===== src/rtl/fsc_pkg.sv =====
package fsc_pkg;

  typedef enum logic [3:0] {
    ST_RUN       = 4'd0,
    ST_IDLE      = 4'd1,
    ST_SQUASH    = 4'd2,
    ST_BLOCKED   = 4'd3,
    ST_WAIT_RESP = 4'd4,
    ST_WAIT_RTRY = 4'd5,
    ST_ACC_DONE  = 4'd6,
    ST_TRAP      = 4'd7,
    ST_QUIESCE   = 4'd8
  } fetchState_e;

  // control -> datapath strobes
  typedef struct packed {
    logic loadCommitPc;
    logic loadDecodePc;
    logic issueNew;
    logic parkRetry;
    logic clearBlock;
  } fscStrobe_t;

endpackage


===== src/rtl/fsc_ctrl.sv =====
module fsc_ctrl
  import fsc_pkg::*;
(
  input  logic        clk,
  input  logic        rstN,
  input  logic        commitSquash,
  input  logic        robSquashing,
  input  logic        decodeSquash,
  input  logic        stalled,
  input  logic        fetchAttempt,
  input  logic        faultIn,
  input  logic        reqReady,
  input  logic        respValid,
  input  logic        idMatch,
  output fetchState_e state,
  output fscStrobe_t  strobe,
  output logic        reqValid,
  output logic        respTake
);

  fetchState_e nextState;
  logic stallable;

  assign stallable = (state == ST_RUN) || (state == ST_SQUASH) ||
                     (state == ST_BLOCKED) || (state == ST_ACC_DONE);

  always_comb begin
    nextState = state;
    strobe    = '0;
    reqValid  = 1'b0;
    respTake  = 1'b0;
    if (commitSquash) begin
      nextState = ST_SQUASH;
      strobe.loadCommitPc = 1'b1;
      strobe.clearBlock   = 1'b1;
    end else if (robSquashing) begin
      nextState = ST_SQUASH;
      strobe.clearBlock = 1'b1;
    end else if (decodeSquash && state != ST_SQUASH) begin
      nextState = ST_SQUASH;
      strobe.loadDecodePc = 1'b1;
      strobe.clearBlock   = 1'b1;
    end else if (stalled && stallable) begin
      nextState = ST_BLOCKED;
    end else if (state == ST_BLOCKED || state == ST_SQUASH) begin
      nextState = ST_RUN;
    end else begin
      case (state)
        ST_RUN: begin
          if (fetchAttempt) begin
            if (faultIn) begin
              nextState = ST_TRAP;
            end else begin
              reqValid        = 1'b1;
              strobe.issueNew = 1'b1;
              if (reqReady) begin
                nextState = ST_WAIT_RESP;
              end else begin
                nextState        = ST_WAIT_RTRY;
                strobe.parkRetry = 1'b1;
              end
            end
          end
        end
        ST_WAIT_RTRY: begin
          reqValid = 1'b1;
          if (reqReady) begin
            nextState         = ST_WAIT_RESP;
            strobe.clearBlock = 1'b1;
          end
        end
        ST_WAIT_RESP: begin
          if (respValid && idMatch) begin
            respTake  = 1'b1;
            nextState = stalled ? ST_BLOCKED : ST_ACC_DONE;
          end
        end
        ST_ACC_DONE: begin
          if (fetchAttempt) nextState = ST_RUN;
        end
        default: nextState = state;
      endcase
    end
  end

  always_ff @(posedge clk) begin
    if (!rstN) state <= ST_RUN;
    else       state <= nextState;
  end

endmodule


===== src/rtl/fsc_datapath.sv =====
module fsc_datapath
  import fsc_pkg::*;
#(
  parameter int PCW      = 32,
  parameter int IDW      = 3,
  parameter int NSRC     = 4,
  parameter logic [PCW-1:0] RESET_PC = '0
) (
  input  logic            clk,
  input  logic            rstN,
  input  fscStrobe_t      strobe,
  input  logic [NSRC-1:0] blockIn,
  input  logic [NSRC-1:0] unblockIn,
  input  logic            ctxSwitch,
  input  logic [PCW-1:0]  commitPc,
  input  logic [PCW-1:0]  decodePc,
  input  logic [IDW-1:0]  respId,
  output logic            stalled,
  output logic            idMatch,
  output logic [PCW-1:0]  pcOut,
  output logic [IDW-1:0]  reqId,
  output logic            cacheBlocked
);

  logic [NSRC-1:0] stallReg, stallNext;
  logic [IDW-1:0]  reqCnt, outId;

  for (genvar i = 0; i < NSRC; i++) begin : g_src
    assign stallNext[i] = (stallReg[i] | blockIn[i]) & ~unblockIn[i];
  end

  assign stalled = (|stallNext) | ctxSwitch;
  assign idMatch = (respId == outId);
  assign reqId   = cacheBlocked ? outId : reqCnt;

  always_ff @(posedge clk) begin
    if (!rstN) begin
      stallReg     <= '0;
      pcOut        <= RESET_PC;
      reqCnt       <= '0;
      outId        <= '0;
      cacheBlocked <= 1'b0;
    end else begin
      stallReg <= stallNext;
      if (strobe.loadCommitPc)      pcOut <= commitPc;
      else if (strobe.loadDecodePc) pcOut <= decodePc;
      if (strobe.issueNew) begin
        outId  <= reqCnt;
        reqCnt <= reqCnt + 1'b1;
      end
      if (strobe.parkRetry)       cacheBlocked <= 1'b1;
      else if (strobe.clearBlock) cacheBlocked <= 1'b0;
    end
  end

endmodule


===== src/rtl/fetch_status_ctrl.sv =====
module fetch_status_ctrl
  import fsc_pkg::*;
#(
  parameter int PCW      = 32,
  parameter int IDW      = 3,
  parameter int NSRC     = 4,
  parameter logic [PCW-1:0] RESET_PC = 32'h0000_1000
) (
  input  logic            clk,
  input  logic            rstN,
  input  logic [NSRC-1:0] blockIn,
  input  logic [NSRC-1:0] unblockIn,
  input  logic            ctxSwitch,
  input  logic            commitSquash,
  input  logic [PCW-1:0]  commitPc,
  input  logic            robSquashing,
  input  logic            decodeSquash,
  input  logic [PCW-1:0]  decodePc,
  input  logic            fetchAttempt,
  input  logic            faultIn,
  input  logic            reqReady,
  input  logic            respValid,
  input  logic [IDW-1:0]  respId,
  output logic [3:0]      status,
  output logic [PCW-1:0]  pcOut,
  output logic            reqValid,
  output logic [IDW-1:0]  reqId,
  output logic            dropResp,
  output logic            cacheBlocked
);

  fetchState_e state;
  fscStrobe_t  strobe;
  logic stalled, idMatch, respTake;

  fsc_ctrl u_ctrl (
    .clk(clk), .rstN(rstN),
    .commitSquash(commitSquash), .robSquashing(robSquashing),
    .decodeSquash(decodeSquash), .stalled(stalled),
    .fetchAttempt(fetchAttempt), .faultIn(faultIn), .reqReady(reqReady),
    .respValid(respValid), .idMatch(idMatch),
    .state(state), .strobe(strobe), .reqValid(reqValid), .respTake(respTake)
  );

  fsc_datapath #(.PCW(PCW), .IDW(IDW), .NSRC(NSRC), .RESET_PC(RESET_PC)) u_dp (
    .clk(clk), .rstN(rstN), .strobe(strobe),
    .blockIn(blockIn), .unblockIn(unblockIn), .ctxSwitch(ctxSwitch),
    .commitPc(commitPc), .decodePc(decodePc), .respId(respId),
    .stalled(stalled), .idMatch(idMatch), .pcOut(pcOut),
    .reqId(reqId), .cacheBlocked(cacheBlocked)
  );

  assign status   = state;
  assign dropResp = respValid & ~respTake;

endmodule


===== config.mk =====
export PLATFORM = sky130hd
export DESIGN_NAME = fetch_status_ctrl
export DESIGN_NICKNAME = d
export VERILOG_FILES = /design/src/rtl/fsc_pkg.sv /design/src/rtl/fsc_ctrl.sv /design/src/rtl/fsc_datapath.sv /design/src/rtl/fetch_status_ctrl.sv
export SDC_FILE = /design/constraint.sdc
export NUM_CORES = 1
export LEC_CHECK = 0
export ABC_CLOCK_PERIOD_IN_PS = 2600
export BUFFER_PORTS_ARGS = -buffer_cell sky130_fd_sc_hd__buf_4
export CORE_UTILIZATION = 46
export CTS_CLUSTER_SIZE = 12
export DETAILED_ROUTE_END_ITERATION = 12
export PLACE_DENSITY = 0.83
export SYNTH_ARGS = -nofsm -noshare
export SYNTH_HDL_FRONTEND = slang
export SYNTH_HIERARCHICAL = 1
export SYNTH_SLANG_ARGS = --single-unit

===== constraint.sdc =====
create_clock -name clk -period 2.6 [get_ports clk]
set_clock_uncertainty 0.1 [all_clocks]
set_input_delay 0.26 -clock clk [delete_from_list [all_inputs] [get_ports clk]]
set_output_delay 0.26 -clock clk [all_outputs]
set_load 0.01 [all_outputs]

==> flow_metrics.env <==
export IMPL_outcome="complete, no violations"
export IMPL_grt_overflow_total=0
export IMPL_finalHoldViolCount=0
export IMPL_cp_max_fo=3
export IMPL_power_per_cell_area_nw_per_um2=454.5
export IMPL_rr_startpoint="u_ctrl/state[1]"
export IMPL_hold_depth=2
export IMPL_syn_inst=279
export IMPL_synth_area_um2=2514
export IMPL_setup_violations=0
export IMPL_dieArea_um2=5764
export IMPL_fin_ws_ps=119.2
export IMPL_worst_slew_pin_slew_ps=1070
export IMPL_antenna_diode_count=0
export IMPL_globalRouteMet2Util=0.3591
export IMPL_cp_end_kind="output port"
export IMPL_yosys_top_cells_count="dfxtp_1, nand2_1, mux2i_1, and2_1, o21ai_1"
export IMPL_grtUsageMet3=0.05663
export IMPL_crit_path_cell_trace="nor2_1, nor2_1, or4_4, or3_4, mux2_2, nor2_2, buf_4"
export IMPL_cts_buffers=5
export IMPL_slew_violations=0
export IMPL_antenna_found_initial=0
export IMPL_vias_per_cell=4.925
export IMPL_critical_path_slowest_cell="or4_4"
export IMPL_cp_common_cell="nor2_1"
export IMPL_firstDrtPassIters=4
export IMPL_met1_usage=0.2463
export IMPL_drtAntennaViolNets=0
export IMPL_first_iter_violations=81
export IMPL_post_route_util=0.6805
export IMPL_synth_top_area_share=0.3664
export IMPL_vdd_drop_max_mv=0.2078
export IMPL_arrival_ps=2120
export IMPL_grt_pass1_wl_um=9735
export IMPL_r2r_cells=7
export IMPL_placed_area_um2=3398
export IMPL_rows=26
export IMPL_drive_gt1_frac=0.3835
export IMPL_die_y_um=75.92
export IMPL_final_cells=469
export IMPL_seqCellArea_um2=920.9
export IMPL_nFillCells=427
export IMPL_regToRegSetupSlack_ps=130
export IMPL_worstHoldStart="unblockIn[0]"
export IMPL_async_flop_share=0
export IMPL_period_share=0.9541
export IMPL_critPathLaunchType="flip-flop"
export IMPL_yosys_area_top_type="dfxtp_1"
export IMPL_hold_class="input pin to flip-flop"
export IMPL_place_ws_ps=132.5
export IMPL_synth_edff_count=0
export IMPL_cts_tree="yes"
export IMPL_yosys_register_bits=46
export IMPL_fin_area_um2=3520
export IMPL_area_growth_pct=40.02
export IMPL_critPathTopFamily="simple AND/OR/NAND/NOR gates"
export IMPL_grt_pass1_vias=2208
export IMPL_grt_usage=0.2041
export IMPL_leakage_nw=1.557
export IMPL_io_pins=127
export IMPL_fin_crit_ps=2481
export IMPL_multi_input_area_um2=1379
export IMPL_clk_path_buf_depth=2
export IMPL_cts_setup_buffers=0
export IMPL_die_x_um=75.92
export IMPL_clk_latency_ps=290
export IMPL_htree_num_levels=2
export IMPL_cp_slowest_stage_delay_ps=510
export IMPL_yosysSeqAreaShare=0.3664
export IMPL_cap_violations=0
export IMPL_clkTransAtPathRegs_ps=80
export IMPL_syn_area_per_cell_um2=9.010
export IMPL_ys_warn_count=6
export IMPL_dp_hpwl_um=4439
export IMPL_holdPathEnd="u_dp/stallReg[0]"
export IMPL_critPathKind="flip-flop to output port"
export IMPL_dp_cells=461
export IMPL_r2r_end="u_dp/pcOut[12]"
export IMPL_synth_cell_types=46
export IMPL_globalplace_congestion=0.8906
export IMPL_max_freq_mhz=403.1
export IMPL_routed_wl_um=5972
export IMPL_synthFlopType="dfxtp_1"
export IMPL_worst_ep_required_time_ps=2240
export IMPL_grt_max_degree=65
export IMPL_grt_most_used_layer="met2"
export IMPL_rsz0062_at_grt="no"
export IMPL_vias=2310
export IMPL_total_power_mw=1.600
export IMPL_slew_headroom=0.2829
export IMPL_holdWs_ps=27.47
export IMPL_clock_sinks=46
export IMPL_fin_tns_setup_ps=0
export IMPL_syn_num_nets=365
export IMPL_drc=0
export IMPL_coreArea_um2=5172
export IMPL_root_buffer="clkbuf_8"
export IMPL_yosysMostFrequentCell="dfxtp_1"
export IMPL_wl_per_cell_um=12.73
export IMPL_cp_num_buf_inv=1
export IMPL_port_buffers=125
export IMPL_initial_core_util=0.4860
export IMPL_nNetsFinal=484
export IMPL_synth_top_cells_by_area="dfxtp_1, mux2i_1, and2_1"
## layer usage
metal,part of all wire,vias up
met5,0,-
met4,0.0069,0
met3,0.078,5
met2,0.47,100
met1,0.45,1028
li1,-,1177
## state kept, by name, indices dropped and copies added, names as in the netlist
name,flops
u_ctrl/state,3
u_dp/cacheBlocked,1
u_dp/outId,3
u_dp/pcOut,32
u_dp/reqCnt,3
u_dp/stallReg,4
## worst max-delay path by stage
stage,from,cells after the start,end,slack [ps]
after floorplan,u_dp/stallReg[3],9,u_dp/reqCnt[2],300
final,u_dp/stallReg[3],7,reqValid,120
after detailed placement,u_ctrl/state[1],7,u_dp/pcOut[12],130
after global placement,u_ctrl/state[1],7,u_dp/pcOut[12],170
after CTS,u_dp/stallReg[3],7,reqValid,40
after global routing,u_dp/stallReg[3],7,reqValid,10
## worst reg2reg max path, stage by stage, from the launching register on
cell and delay [ps]:
dfxtp_1 320, or3b_4 230, nand2_1 60, nor3_2 800, buf_12 300, mux2_2 370, mux2i_1 120, nand2_1 70
## what timing repair did
item	4_1_cts	5_1_grt
gates resized for setup	0	3
endpoints found under the setup margin	0	1
hold buffers	0	0
## kinds of logic after synthesis
family | Yosys count | share of synthesized area
AND/OR/NAND/NOR | 111 | 0.2300
AO/OA/AOI/OAI | 49 | 0.1185
flip-flops | 46 | 0.3664
multiplexers | 41 | 0.1658
buffers and inverters | 24 | 0.09159
XOR/XNOR | 5 | 0.01742
adder cells (fa/ha/maj) | 2 | 0.008959
other | 1 | 0.001492
## where the power goes
part	internal [mW]	switching (mW)
combinational	0.192	0.136
clock	0.287	0.230
sequential	0.738	0.0164
total	1.22	0.382
## layout make-up
cell class              instances  share of cell area
repair buffers                133              0.2872
inverters                       3            0.003199
clock buffers                   6             0.02062
clock inverters                 2             0.01066
flip-flops and latches         46              0.2616
well taps                      70             0.02488
multi-input cells             209              0.3918
## layout by cell type (no fill, tap or decap), types with 4 or more instances in the layout
cell      count
and2_1       35
buf_4       132
clkbuf_8      5
dfxtp_1      46
mux2_2        5
mux2i_1      36
nand2_1      40
nor2_1       11
nor2b_1       6
o21ai_0       5
o21ai_1      30
xor2_1        4
No activity file was read; power rests on OpenSTA's default activity.
